--- config.mk ---
export PLATFORM = sky130hd
export DESIGN_NAME = tmr_base
export DESIGN_NICKNAME = d
export VERILOG_FILES = /design/src/rtl/tmr_pkg.sv /design/src/rtl/tmr_cfg_regs.sv /design/src/rtl/tmr_prescaler.sv /design/src/rtl/tmr_counter_core.sv /design/src/rtl/tmr_base.sv
export SDC_FILE = /design/constraint.sdc
export NUM_CORES = 1
export LEC_CHECK = 0
export ABC_AREA = 0
export BUFFER_PORTS_ARGS = -buffer_cell sky130_fd_sc_hd__clkbuf_2
export CAP_MARGIN = 20
export CORE_UTILIZATION = 27
export DETAILED_ROUTE_END_ITERATION = 12
export HOLD_SLACK_MARGIN = 0.02
export MAX_ROUTING_LAYER = met4
export PLACE_DENSITY_LB_ADDON = 0.15
export SYNTH_ARGS = -nofsm -noshare
export SYNTH_HDL_FRONTEND = slang
export SYNTH_HIERARCHICAL = 1
export SYNTH_SLANG_ARGS = --single-unit
--- constraint.sdc ---
create_clock -name clk -period 3.8 [get_ports clk]
set_input_delay 0 -clock clk [delete_from_list [all_inputs] [get_ports clk]]
set_output_delay 0 -clock clk [all_outputs]
set_load 0.01 [all_outputs]
--- src/rtl/tmr_pkg.sv ---
package tmr_pkg;
  typedef enum logic [1:0] {
    CMS_EDGE = 2'd0,
    CMS_DN   = 2'd1,
    CMS_UP   = 2'd2,
    CMS_BOTH = 2'd3
  } cms_e;

  localparam logic [1:0] ADR_CTRL = 2'd0;
  localparam logic [1:0] ADR_PSC  = 2'd1;
  localparam logic [1:0] ADR_ARR  = 2'd2;
  localparam logic [1:0] ADR_FLAG = 2'd3;

  localparam int B_EN   = 0;
  localparam int B_DIR  = 1;
  localparam int B_CMS  = 2;
  localparam int B_ARPE = 4;
  localparam int B_URS  = 5;
endpackage

--- src/rtl/tmr_cfg_regs.sv ---
module tmr_cfg_regs
  import tmr_pkg::*;
#(
  parameter int CNT_W = 16,
  parameter int PSC_W = 16,
  parameter int DAT_W = 16
) (
  input  logic             clk,
  input  logic             rst_n,
  input  logic             wr_en,
  input  logic [1:0]       wr_addr,
  input  logic [DAT_W-1:0] wr_data,
  input  logic             sw_upd,
  input  logic             cnt_upd,
  output logic             en,
  output logic             dn,
  output cms_e             cms,
  output logic [PSC_W-1:0] psc_act,
  output logic [CNT_W-1:0] arr_act,
  output logic [CNT_W-1:0] arr_sh,
  output logic             flag
);
  logic             arpe, urs;
  logic [PSC_W-1:0] psc_sh;
  logic             en_n, dn_n, arpe_n, urs_n, flag_n;
  cms_e             cms_n;
  logic [PSC_W-1:0] psc_sh_n, psc_act_n;
  logic [CNT_W-1:0] arr_sh_n, arr_act_n;
  logic             upd_evt, flag_set, flag_clr;
  logic             wr_ctrl, wr_psc, wr_arr, wr_flag;

  assign upd_evt  = cnt_upd | sw_upd;
  assign wr_ctrl  = wr_en && (wr_addr == ADR_CTRL);
  assign wr_psc   = wr_en && (wr_addr == ADR_PSC);
  assign wr_arr   = wr_en && (wr_addr == ADR_ARR);
  assign wr_flag  = wr_en && (wr_addr == ADR_FLAG);
  assign flag_set = cnt_upd | (sw_upd & ~urs);
  assign flag_clr = wr_flag & ~wr_data[0];

  always_comb begin
    en_n      = en;
    dn_n      = dn;
    cms_n     = cms;
    arpe_n    = arpe;
    urs_n     = urs;
    psc_sh_n  = psc_sh;
    psc_act_n = psc_act;
    arr_sh_n  = arr_sh;
    arr_act_n = arr_act;
    if (wr_ctrl) begin
      en_n   = wr_data[B_EN];
      arpe_n = wr_data[B_ARPE];
      urs_n  = wr_data[B_URS];
      if (!en) begin
        dn_n  = wr_data[B_DIR];
        cms_n = cms_e'(wr_data[B_CMS+1:B_CMS]);
      end
    end
    if (upd_evt) begin
      psc_act_n = psc_sh;
      arr_act_n = arr_sh;
    end
    if (wr_psc) psc_sh_n = wr_data[PSC_W-1:0];
    if (wr_arr) begin
      arr_sh_n = wr_data[CNT_W-1:0];
      if (!arpe) arr_act_n = wr_data[CNT_W-1:0];
    end
    if (flag_set)      flag_n = 1'b1;
    else if (flag_clr) flag_n = 1'b0;
    else               flag_n = flag;
  end

  always_ff @(posedge clk or negedge rst_n) begin
    if (!rst_n) begin
      en      <= 1'b0;
      dn      <= 1'b0;
      cms     <= CMS_EDGE;
      arpe    <= 1'b0;
      urs     <= 1'b0;
      psc_sh  <= '0;
      psc_act <= '0;
      arr_sh  <= '0;
      arr_act <= '0;
      flag    <= 1'b0;
    end else begin
      en      <= en_n;
      dn      <= dn_n;
      cms     <= cms_n;
      arpe    <= arpe_n;
      urs     <= urs_n;
      psc_sh  <= psc_sh_n;
      psc_act <= psc_act_n;
      arr_sh  <= arr_sh_n;
      arr_act <= arr_act_n;
      flag    <= flag_n;
    end
  end

  assert_mode_locked_R8: assert property (@(posedge clk) disable iff (!rst_n)
    (wr_ctrl && en) |=> ($stable(cms) && $stable(dn)));

  assert_preload_hold_R7: assert property (@(posedge clk) disable iff (!rst_n)
    (wr_arr && arpe && !upd_evt) |=> $stable(arr_act));

  assert_flag_cause_R10: assert property (@(posedge clk) disable iff (!rst_n)
    $rose(flag) |-> $past(cnt_upd || (sw_upd && !urs)));
endmodule

--- src/rtl/tmr_prescaler.sv ---
module tmr_prescaler #(
  parameter int PSC_W = 16
) (
  input  logic             clk,
  input  logic             rst_n,
  input  logic             en,
  input  logic             clr,
  input  logic [PSC_W-1:0] psc_act,
  output logic             tick
);
  logic [PSC_W-1:0] div_q, div_n;

  assign tick = en && (div_q == psc_act);

  always_comb begin
    div_n = div_q;
    if (clr || tick) div_n = '0;
    else if (en)     div_n = div_q + 1'b1;
  end

  always_ff @(posedge clk or negedge rst_n) begin
    if (!rst_n) div_q <= '0;
    else        div_q <= div_n;
  end

  assert_div_in_range_R5: assert property (@(posedge clk) disable iff (!rst_n)
    div_q <= psc_act);
endmodule

--- src/rtl/tmr_counter_core.sv ---
module tmr_counter_core
  import tmr_pkg::*;
#(
  parameter int CNT_W = 16
) (
  input  logic             clk,
  input  logic             rst_n,
  input  logic             tick,
  input  logic             sw_upd,
  input  cms_e             cms,
  input  logic             dn,
  input  logic [CNT_W-1:0] arr_act,
  input  logic [CNT_W-1:0] arr_sh,
  output logic [CNT_W-1:0] cnt,
  output logic             cdn,
  output logic             cnt_upd
);
  localparam int EXT_W = CNT_W + 1;

  logic [CNT_W-1:0] cnt_n;
  logic             cdn_n;
  logic [EXT_W-1:0] inc_ext;

  assign inc_ext = {1'b0, cnt} + 1'b1;

  always_comb begin
    cnt_n   = cnt;
    cdn_n   = cdn;
    cnt_upd = 1'b0;
    if (sw_upd) begin
      cnt_n = (cms == CMS_EDGE && dn) ? arr_sh : '0;
      cdn_n = 1'b0;
    end else if (tick) begin
      if (cms == CMS_EDGE) begin
        if (!dn) begin
          if (cnt >= arr_act) begin
            cnt_n   = '0;
            cnt_upd = 1'b1;
          end else begin
            cnt_n = cnt + 1'b1;
          end
        end else begin
          if (cnt == '0) begin
            cnt_n   = arr_sh;
            cnt_upd = 1'b1;
          end else begin
            cnt_n = cnt - 1'b1;
          end
        end
      end else begin
        if (!cdn) begin
          if (inc_ext >= {1'b0, arr_act}) begin
            cnt_n = arr_act;
            cdn_n = 1'b1;
          end else begin
            cnt_n = inc_ext[CNT_W-1:0];
          end
        end else begin
          if (cnt <= {{(CNT_W-1){1'b0}}, 1'b1}) begin
            cnt_n   = '0;
            cdn_n   = 1'b0;
            cnt_upd = 1'b1;
          end else begin
            cnt_n = cnt - 1'b1;
          end
        end
      end
    end
  end

  always_ff @(posedge clk or negedge rst_n) begin
    if (!rst_n) begin
      cnt <= '0;
      cdn <= 1'b0;
    end else begin
      cnt <= cnt_n;
      cdn <= cdn_n;
    end
  end

  assert_up_wrap_zero_R1: assert property (@(posedge clk) disable iff (!rst_n)
    (cnt_upd && cms == CMS_EDGE && !dn) |=> (cnt == '0));

  assert_center_turn_R3: assert property (@(posedge clk) disable iff (!rst_n)
    (cnt_upd && cms != CMS_EDGE) |=> (cnt == '0 && !cdn));

  assert_sw_restart_R9: assert property (@(posedge clk) disable iff (!rst_n)
    (sw_upd && cms != CMS_EDGE) |=> (cnt == '0 && !cdn));
endmodule

--- src/rtl/tmr_base.sv ---
module tmr_base
  import tmr_pkg::*;
#(
  parameter int  CNT_W = 16,
  parameter int  PSC_W = 16,
  localparam int DAT_W = (CNT_W > PSC_W) ? CNT_W : PSC_W
) (
  input  logic             clk,
  input  logic             rst_n,
  input  logic             wr_en,
  input  logic [1:0]       wr_addr,
  input  logic [DAT_W-1:0] wr_data,
  input  logic             sw_upd_i,
  output logic [CNT_W-1:0] cnt_o,
  output logic             dir_down_o,
  output logic             upd_o,
  output logic             upd_flag_o,
  output logic             cmp_qual_o
);
  logic             en, dn, cdn, tick, cnt_upd, upd_q;
  cms_e             cms;
  logic [PSC_W-1:0] psc_act;
  logic [CNT_W-1:0] arr_act, arr_sh;

  tmr_cfg_regs #(.CNT_W(CNT_W), .PSC_W(PSC_W), .DAT_W(DAT_W)) u_regs (
    .clk(clk), .rst_n(rst_n), .wr_en(wr_en), .wr_addr(wr_addr),
    .wr_data(wr_data), .sw_upd(sw_upd_i), .cnt_upd(cnt_upd),
    .en(en), .dn(dn), .cms(cms), .psc_act(psc_act),
    .arr_act(arr_act), .arr_sh(arr_sh), .flag(upd_flag_o)
  );

  tmr_prescaler #(.PSC_W(PSC_W)) u_psc (
    .clk(clk), .rst_n(rst_n), .en(en), .clr(sw_upd_i),
    .psc_act(psc_act), .tick(tick)
  );

  tmr_counter_core #(.CNT_W(CNT_W)) u_core (
    .clk(clk), .rst_n(rst_n), .tick(tick), .sw_upd(sw_upd_i),
    .cms(cms), .dn(dn), .arr_act(arr_act), .arr_sh(arr_sh),
    .cnt(cnt_o), .cdn(cdn), .cnt_upd(cnt_upd)
  );

  always_ff @(posedge clk or negedge rst_n) begin
    if (!rst_n) upd_q <= 1'b0;
    else        upd_q <= cnt_upd | sw_upd_i;
  end
  assign upd_o = upd_q;

  always_comb begin
    dir_down_o = (cms == CMS_EDGE) ? dn : cdn;
    unique case (cms)
      CMS_DN:  cmp_qual_o = cdn;
      CMS_UP:  cmp_qual_o = ~cdn;
      default: cmp_qual_o = 1'b1;
    endcase
  end

  assert_strobe_sets_flag_R6: assert property (@(posedge clk) disable iff (!rst_n)
    (upd_o && !$past(sw_upd_i)) |-> upd_flag_o);

  assert_qual_edge_R4: assert property (@(posedge clk) disable iff (!rst_n)
    (cms == CMS_EDGE || cms == CMS_BOTH) |-> cmp_qual_o);
endmodule

-- Yosys cells after proc, flatten, opt, wreduce, memory -nomap -nowiden
Index checks and enable logic that the tools add are counted.
- input bits: 22
- bits in latches: 0
- bits in registers: 105
- ROM bits: 0
- memory bits (writable): 0
- output and inout bits: 20
- memories kept: 0
- word-level logic and storage cells: 84
- multipliers: 0
- divide/modulo/power cells: 0
- equal/unequal tests: 7
- mux-type cells: 33
- shift-type cells: 0
- bitwise gates (word level): 8
- reduce and logical (&&, ||, !) cells: 15
- add/sub/neg operators: 4
- magnitude comparators: 3
- operator list (kind ; number):
    $mux 16 ; 15
    $add 16x1->16 const B ; 2
    $add 16x1->17 const B ; 1
    $ge 17x16->1 ; 1
    $mux 1 ; 17
    $eq 16x16->1 ; 1
    $ge 16x16->1 ; 1
    $le 16x1->1 const B ; 1
    $logic_not 16->1 ; 1
    $sub 16x1->16 const B ; 1
    $eq 2x2->1 const B ; 3
    $logic_and 1x1->1 ; 6
    $reduce_bool 2->1 ; 3
    $eq 2x1->1 const B ; 2
    $logic_not 2->1 ; 2
    $not 1->1 ; 4
    $reduce_and 2->1 ; 2
    $and 1x1->1 ; 2
    $ne 2x2->1 const B ; 1
    $or 1x1->1 ; 2
    $pmux 1 s2 ; 1
    $logic_or 1x1->1 ; 1

-- Depth between registers and ports, before layout
Gate-level depths: netlist of the first run.
- word-level depth: 10
- gate-level depth with buffers: 14
- depth with buffers taken out: 13

-- By module
The synthesis of the first run kept the hierarchy.
- by module, submodules not included (module ; instances ; area each (sq um) ; seq. area each (sq um) ; cells an instance):
    tmr_cfg_regs ; 1 ; 2807.7 ; 1776.7 ; 191
    tmr_counter_core ; 1 ; 2696.3 ; 425.4 ; 359
    tmr_prescaler ; 1 ; 985.9 ; 400.4 ; 102
    tmr_base ; 1 ; 105.1 ; 25.0 ; 10

-- Worst setup path after synthesis of the first run
OpenSTA, ideal clock, no wires.
- kind: register to register
- from: register u_core.cnt[0]
- to: register u_core.cnt[2]
- stages on the path, launching flop included: 13
- clock period less this slack: 3.418 ns
- setup slack: 0.382 ns
- data arrival time: 3.339 ns
- setup time: 0.079 ns
- path buffers: 1
- data required time: 3.721 ns
- cell sequence: dfrtp_1 clkbuf_1 nand3_1 nor3_1 nand4_1 xnor2_1 ha_1 nand3_1 or2_2 o31a_1 a2111oi_1 o31a_1 a2bb2oi_1
- word-level cells in the longest chain between the ends: 7
- elaborated cells between the ends (all ways): 16
- those cells by class: 3 x add/sub; 3 x order compare; 9 x mux; 1 x reduce/logical
- RTL lines (element ; line ; text):
    from (decl) ; tmr_counter_core.sv:14 ; output logic [CNT_W-1:0] cnt,
    from (signal assigned) ; tmr_counter_core.sv:76 ; cnt <= cnt_n;
    $add 16x1->17 ; tmr_counter_core.sv:24 ; assign inc_ext = {1'b0, cnt} + 1'b1;
    $ge 17x16->1 ; tmr_counter_core.sv:52 ; if (inc_ext >= {1'b0, arr_act}) begin
    $mux 16 ; tmr_counter_core.sv:52 ;
    $mux 16 ; tmr_counter_core.sv:51 ; if (!cdn) begin
    $mux 16 * ; tmr_counter_core.sv:34 ; if (cms == CMS_EDGE) begin
    $mux 16 * ; tmr_counter_core.sv:33 ; end else if (tick) begin
    $mux 16 * ; tmr_counter_core.sv:30 ; if (sw_upd) begin
Mark *: on every way between the ends. The rest lies on a longest branch, timed or not. The select of a mux whose other input is x is not followed.
A chain may end at the register's enable or synchronous reset.

-- Worst setup path after layout of the first run
- from: register u_core.cnt[1]
- to: register u_core.cnt[11]
Same word-level chain as after synthesis.

==> summary.txt, run 1 <==
clk slew on worst S/H paths -> 80 ps
Core ar. -> 23,700 um^2
CP startpoint -> u_core/cnt[1]
Worst Clk Skew -> 9.28 ps
Setup Crit Path Kind -> reg -> reg
Die X -> 158 um
count leader, synth -> dfrtp_1
number of synthesized flops with an enable pin -> 0
#FFs+latches synth -> 105
Avg WL per Cell -> 18.6 um
P_leak -> 3.29 nW
CP Buf/Inv Count -> 1
global placement routability congestion -> 0.907
Worst EP required -> 4060 ps
Worst Setup End Kind -> register
Yosys top cell area share -> 39.8%
Post-DRT Antenna Nets -> 0
ys flop type -> dfrtp_1
Top Ports -> 42
clock root buffer -> clkbuf_16
Initial Utilization -> 27.8%
Synth Cell Area -> 6600 um^2
Yosys cell types -> 69
Hold Path Class -> in -> reg
crit share post-route -> 93.8%
ys async rst share -> 100%
area delta synth->final -> 16.4%
nets -> 783
Crit path max-delay family -> simple AND/OR/NAND/NOR gates
initial antenna violation count -> 0
CTS tree -> yes
HPWL after detailed placement -> 14,800 um
fill count -> 2,546
final std cells w/o fill -> 1,045
gr usage total -> 16.9%
maximum clock rate -> 0.280 GHz
pwr dens -> 503 nW/um^2
final count of hold timing violations -> 0
Ys Warns -> 6
Total Power -> 0.00386 W
hold_sp -> wr_addr[1]
Pre-antenna DRT Iters -> 5
Seq/Total Area, Yosys -> 39.8%
setup repair bufs after CTS -> 0
DR iter-0 viols -> 411
Syn Area/Cell -> 9.96 um^2
maximum vdd drop -> 0.000237 V
Core Util, Final -> 32.4%
share of cells above drive strength 1 -> 21.5%
slew margin rel. -> 46.7%
r2r startpoint -> u_core/cnt[1]
placed cells -> 1,011
Core Rows -> 56
worst path arrival time -> 3830 ps
vias per inst -> 5.11
drt drc -> 0
Worst setup SP type -> register
cell taking the most area after synthesis -> dfrtp_1
I/O Buffers -> 41
later-pin clock latency in the skew report -> 350 ps
crit-path most repeated cell -> ha_1
final period demand of the worst path -> 3570 ps
largest net degree at the start of global routing -> 82
Max Slew Vio Count -> 0
clk sinks -> 105
synthesized net count -> 724
synth cell count leaders -> dfrtp_1, nand2_1, mux2_2
final wirelength -> 19,400 um
Cells after Synth -> 662
crit path max fanout -> 8
max_cap viols -> 0
number of CTS-inserted buffers -> 9
status -> finished, final reports clean
Die Ht -> 158 um
slowest cell delay on critical path -> 450 ps
Antenna Cells -> 0
cts repair resizes -> 0
number of global-route vias before repair -> 5,418
Worst Tran Pin Value -> 799 ps
CP cell instances -> ha_1 -> nand2_1 -> nor3b_4 -> nand3_1 -> xnor2_1 -> ha_1 -> nand4_1 -> or2_2 -> o31a_1 -> a21oi_1 -> buf_4 -> a221oi_1 -> a211oi_1
Die ar. -> 25,100 um^2
via count -> 5,337
main area contributors after synthesis -> dfrtp_1, mux2_2, ha_1
unrepaired setup endpoints after global routing -> true
final setup vio count -> 0
GRT overflow -> 0
Slowest-stage cell, CP -> dfrtp_1
number of H-tree levels -> 3
clk buf depth -> 2
first-pass GRT wire length -> 31,300 um
repair_timing:
item / in CTS / in global routing
hold buffers: 17 / 0
endpoints found under the setup margin: 0 / 7
hold endpoints to repair: 134 / 0
cell families (layout without fill, tap and decap cells):
kind of cell,after synthesis,in the layout,share of synthesized area [%]
muxes,75,75,12.5
DFF,105,105,39.8
buffers and inverters,60,124,4.48
and+or+nand+nor,206,206,15.6
AOI/OAI and AO/OA,119,119,12.5
xor gates and xnor gates,57,57,7.57
adders and majority gates,40,40,7.59
cell type report:
| cell class | instances | area (um^2) | share of cell area (%) |
|---|---|---|---|
| Clock buffer | 9 | 225 | 2.93 |
| Multi-Input combinational cell | 497 | 3680 | 48.0 |
| Clock inverter | 7 | 78.8 | 1.03 |
| Inverter | 27 | 101 | 1.32 |
| Sequential cell | 105 | 2630 | 34.2 |
| Timing Repair Buffer | 81 | 563 | 7.33 |
| Tap cell | 319 | 399 | 5.20 |
stage by stage:
step / setup WS (ps) / TNS, ps / instance area (um^2) / hold WS, ps
floorplan: 382 / 0 / 6600 / -296
global placement: 295 / 0 / 7180 / 263
detailed placement: 257 / 0 / 7180 / 277
CTS: 220 / 0 / 7660 / 27.1
global route: -41.4 / -159 / 7680 / 50.6
finish: 234 / 0 / 7680 / 42.4
routing by layer:
layer	part of all wire [%]	vias up	GRT usage, %	routed length, um
li1	-	2502	-	-
met1	49	2669	23.5	9510
met2	46	142	25.9	8850
met3	3.4	24	1.66	667
met4	1.9	0	5.45	373
met5	0	-	-	0
state kept, by name, summed over array words and instances, names as in the netlist:
name,count
u_regs/arpe,1
u_regs/en,1
u_regs/urs,1
upd_o,1
u_core/cnt,16
u_regs/arr_act,16
u_regs/arr_sh,16
u_regs/cms,2
u_regs/flag,1
u_regs/dn,1
u_psc/div_q,16
u_regs/psc_sh,16
u_regs/psc_act,16
u_core/cdn,1
power by group:
group | leakage [nW] | internal [W] | total (W) | switching, W
Combinational | 1.85 | 0.000576 | 0.00135 | 0.000774
Sequential | 1.29 | 0.00132 | 0.00154 | 0.000222
Clock | 0.150 | 0.000519 | 0.000973 | 0.000454
Total | 3.29 | 0.00241 | 0.00386 | 0.00145
cell usage in the layout, fill, tap and decap left out, types with 3 or more instances in the layout:
master / n
a211oi_1: 9
o31ai_1: 3
clkbuf_2: 40
mux2_2: 53
xor2_1: 20
xnor2_1: 37
dlygate4sd3_1: 17
nand4_1: 13
and3_1: 3
a221oi_1: 14
clkinv_4: 3
a21oi_1: 18
o21a_1: 3
nor4_1: 7
clkbuf_16: 9
nand2_1: 74
dfrtp_1: 105
nor3_1: 12
ha_1: 40
nand3_1: 24
o21ai_0: 36
buf_4: 23
inv_1: 27
nor2_1: 42
mux2i_1: 21
a31oi_1: 8
nand2b_1: 5
o21ai_1: 3
path summary, 6_finish.rpt:
path	endpoint	slack (ps)	cells past startpoint
worst min-delay path	u_regs/flag	40	3
min in group asynchronous	u_psc/div_q[5]	190	2
worst min register to register	u_regs/psc_act[9]	510	1
worst max register to register	u_core/cnt[11]	230	13
max in group asynchronous	u_regs/arr_act[13]	2820	3
worst max-delay path	u_core/cnt[11]	230	13
worst register-to-register path, stage by stage (launching register included):
cell and delay [ps]:
dfrtp_1 450, ha_1 200, nand2_1 130, nor3b_4 350, nand3_1 150, xnor2_1 180
ha_1 310, nand4_1 110, or2_2 310, o31a_1 380, a21oi_1 330, buf_4 240
a221oi_1 90, a211oi_1 230
(Power assumes the default switching activity.)
==> run 2: changes to the inputs <==
- RECOVER_POWER: default -> 100
- clock period: 3.8 -> 3.3 ns (I/O delays scaled with it)
==> run 2 against run 1 <==
The flow now finishes with violations (capacitance limit, slew limit, setup timing). Non-clock buffer count is 56 higher. Die area stayed put. Worst setup slack got worse by 270 ps. Combinational power grew 44%. Sequential power up 14%. Flip-flop and latch count did not move. Sequential share of layout area fell by 3.1 points. Clock power rose by 15%. Register-to-register slack got worse by 270 ps. Critical endpoint is now u_core/cnt[6]. Largest power group is now combinational logic. Largest cell class unchanged.
==> summary.txt, run 2 (synthesized netlist as in run 1, its figures left out) <==
status -> finished, violations left
failing checks -> capacitance limit, slew limit, setup timing
Total Power -> 0.00481 W
fin worst setup slack -> -37.9 ps
number of CTS-inserted buffers -> 9
final std cells w/o fill -> 1,101
Pre-antenna DRT Iters -> 5
pwr dens -> 570 nW/um^2
Setup Crit Path Kind -> reg -> reg
initial antenna violation count -> 0
Antenna Cells -> 0
final period demand of the worst path -> 3340 ps
CTS tree -> yes
Core Rows -> 56
Max Slew Vio Count -> 106
number of global-route vias before repair -> 5,617
clk slew on worst S/H paths -> 80 ps
final hold slack -> 40.2 ps
slew margin rel. -> -61.4%
Die ar. -> 25,100 um^2
Initial Utilization -> 27.8%
number of H-tree levels -> 3
max_cap viols -> 1
HPWL after detailed placement -> 15,100 um
first-pass GRT wire length -> 31,400 um
clock root buffer -> clkbuf_16
largest net degree at the start of global routing -> 106
Worst R2R Setup Slack -> -40 ps
nets -> 839
commonest non-fill, non-tap cell in the layout -> dfrtp_1
vias per inst -> 5.02
commonest cells after routing, fill and taps aside -> dfrtp_1, nand2_1, buf_4, mux2_2, nor2_1
Worst EP required -> 3550 ps
Hold Path Class -> in -> reg
Worst Setup End Kind -> register
Hold EP -> u_regs/flag
DR iter-0 viols -> 363
Top Ports -> 42
hold_sp -> wr_en
gr usage total -> 17.1%
global placement routability congestion -> 0.898
via count -> 5,522
final count of hold timing violations -> 0
Post-DRT Antenna Nets -> 0
maximum clock rate -> 0.300 GHz
final setup vio count -> 5
Worst Tran Pin Value -> 2420 ps
crit share post-route -> 101%
final wirelength -> 20,400 um
crit path max fanout -> 4
Worst Reg2Reg Path Length in Cells -> 15
unrepaired setup endpoints after global routing -> true
Critical R2R Capture -> u_core/cnt[6]
clk sinks -> 105
Core Util, Final -> 35.7%
area delta synth->final -> 28.1%
worst path arrival time -> 3590 ps
r2r startpoint -> u_core/cnt[1]
maximum vdd drop -> 0.000304 V
later-pin clock latency in the skew report -> 360 ps
Die X -> 158 um
Core ar. -> 23,700 um^2
Die Ht -> 158 um
Worst Hold Path Cells -> 3
drt drc -> 0
I/O Buffers -> 41
P_leak -> 3.67 nW
placed cells -> 1,051
clk buf depth -> 2
Worst setup SP type -> register
Avg WL per Cell -> 18.6 um
GRT overflow -> 0
Worst Clk Skew -> 11.8 ps
share of cells above drive strength 1 -> 31.8%
run 2: cell count changes in the layout (fill, tap and decap cells not counted), sizes merged:
cell | before | now
buf | 24 | 76
clkbuf | 49 | 54
clkinv | 4 | 3
clkinvlp | 0 | 1
inv | 29 | 28
run 2: what timing repair did:
action | 4_1_cts | 5_1_grt
setup buffers | 2 | 16
cloned | 0 | 2
resized for setup | 9 | 53
endpoints found under the setup margin | 15 | 49
pin swaps | 6 | 34
endpoints found under the hold margin | 159 | 0
hold buffers | 17 | 0
run 2: per-layer routing:
metal | GRT usage (%) | up-vias | share of wire, %
met1 | 22.4 | 2734 | 47
met2 | 27.2 | 161 | 47
li1 | - | 2601 | -
met4 | 4.03 | 0 | 1.5
met5 | - | - | 0
met3 | 3.08 | 26 | 3.9
run 2: power breakdown:
group	internal, W	switching [W]
clock	0.000601	0.000520
combinational	0.000887	0.00106
sequential	0.00152	0.000227
run 2: how the worst max path moves through the flow:
stage | from | end | slack (ps)
2_1_floorplan | u_core/cnt[0] | u_core/cnt[2] | 20
3_3_place_gp | u_core/cnt[0] | u_core/cnt[0] | -150
3_5_place_dp | u_core/cnt[0] | u_core/cnt[0] | -240
4_1_cts | u_core/cnt[0] | u_core/cnt[0] | -10
5_1_grt | u_core/cnt[1] | u_core/cnt[6] | -220
6_report | u_core/cnt[1] | u_core/cnt[6] | -40
run 2: critical path: stages, from the launching register on:
cell,delay [ps]
dfrtp_1,360
buf_4,130
ha_4,150
nand2_4,60
nor3b_4,280
nand3_2,130
xnor2_2,170
ha_1,300
nand4_1,160
nor4_2,330
nor3_2,110
o21a_2,280
buf_4,170
a211oi_4,230
o31ai_2,130
a221oi_2,250
run 2: area by class of cell:
type,count,area [um^2]
Fill cell,2438,15200
Timing Repair Buffer,137,1040
Multi-Input combinational cell,497,3980
Inverter,27,101
Tap cell,319,399
Sequential cell,105,2630
Clock buffer,10,229
Clock inverter,6,78.8
run 2: stage by stage:
stage,TNS [ps],cell area [um^2],setup slack [ps]
2_1_floorplan,0,6600,19.9
3_3_place_gp,-346,7510,-148
3_5_place_dp,-1100,7510,-242
4_1_cts,-11.1,8050,-11.1
5_1_grt,-1840,8450,-221
6_report,-101,8450,-37.9
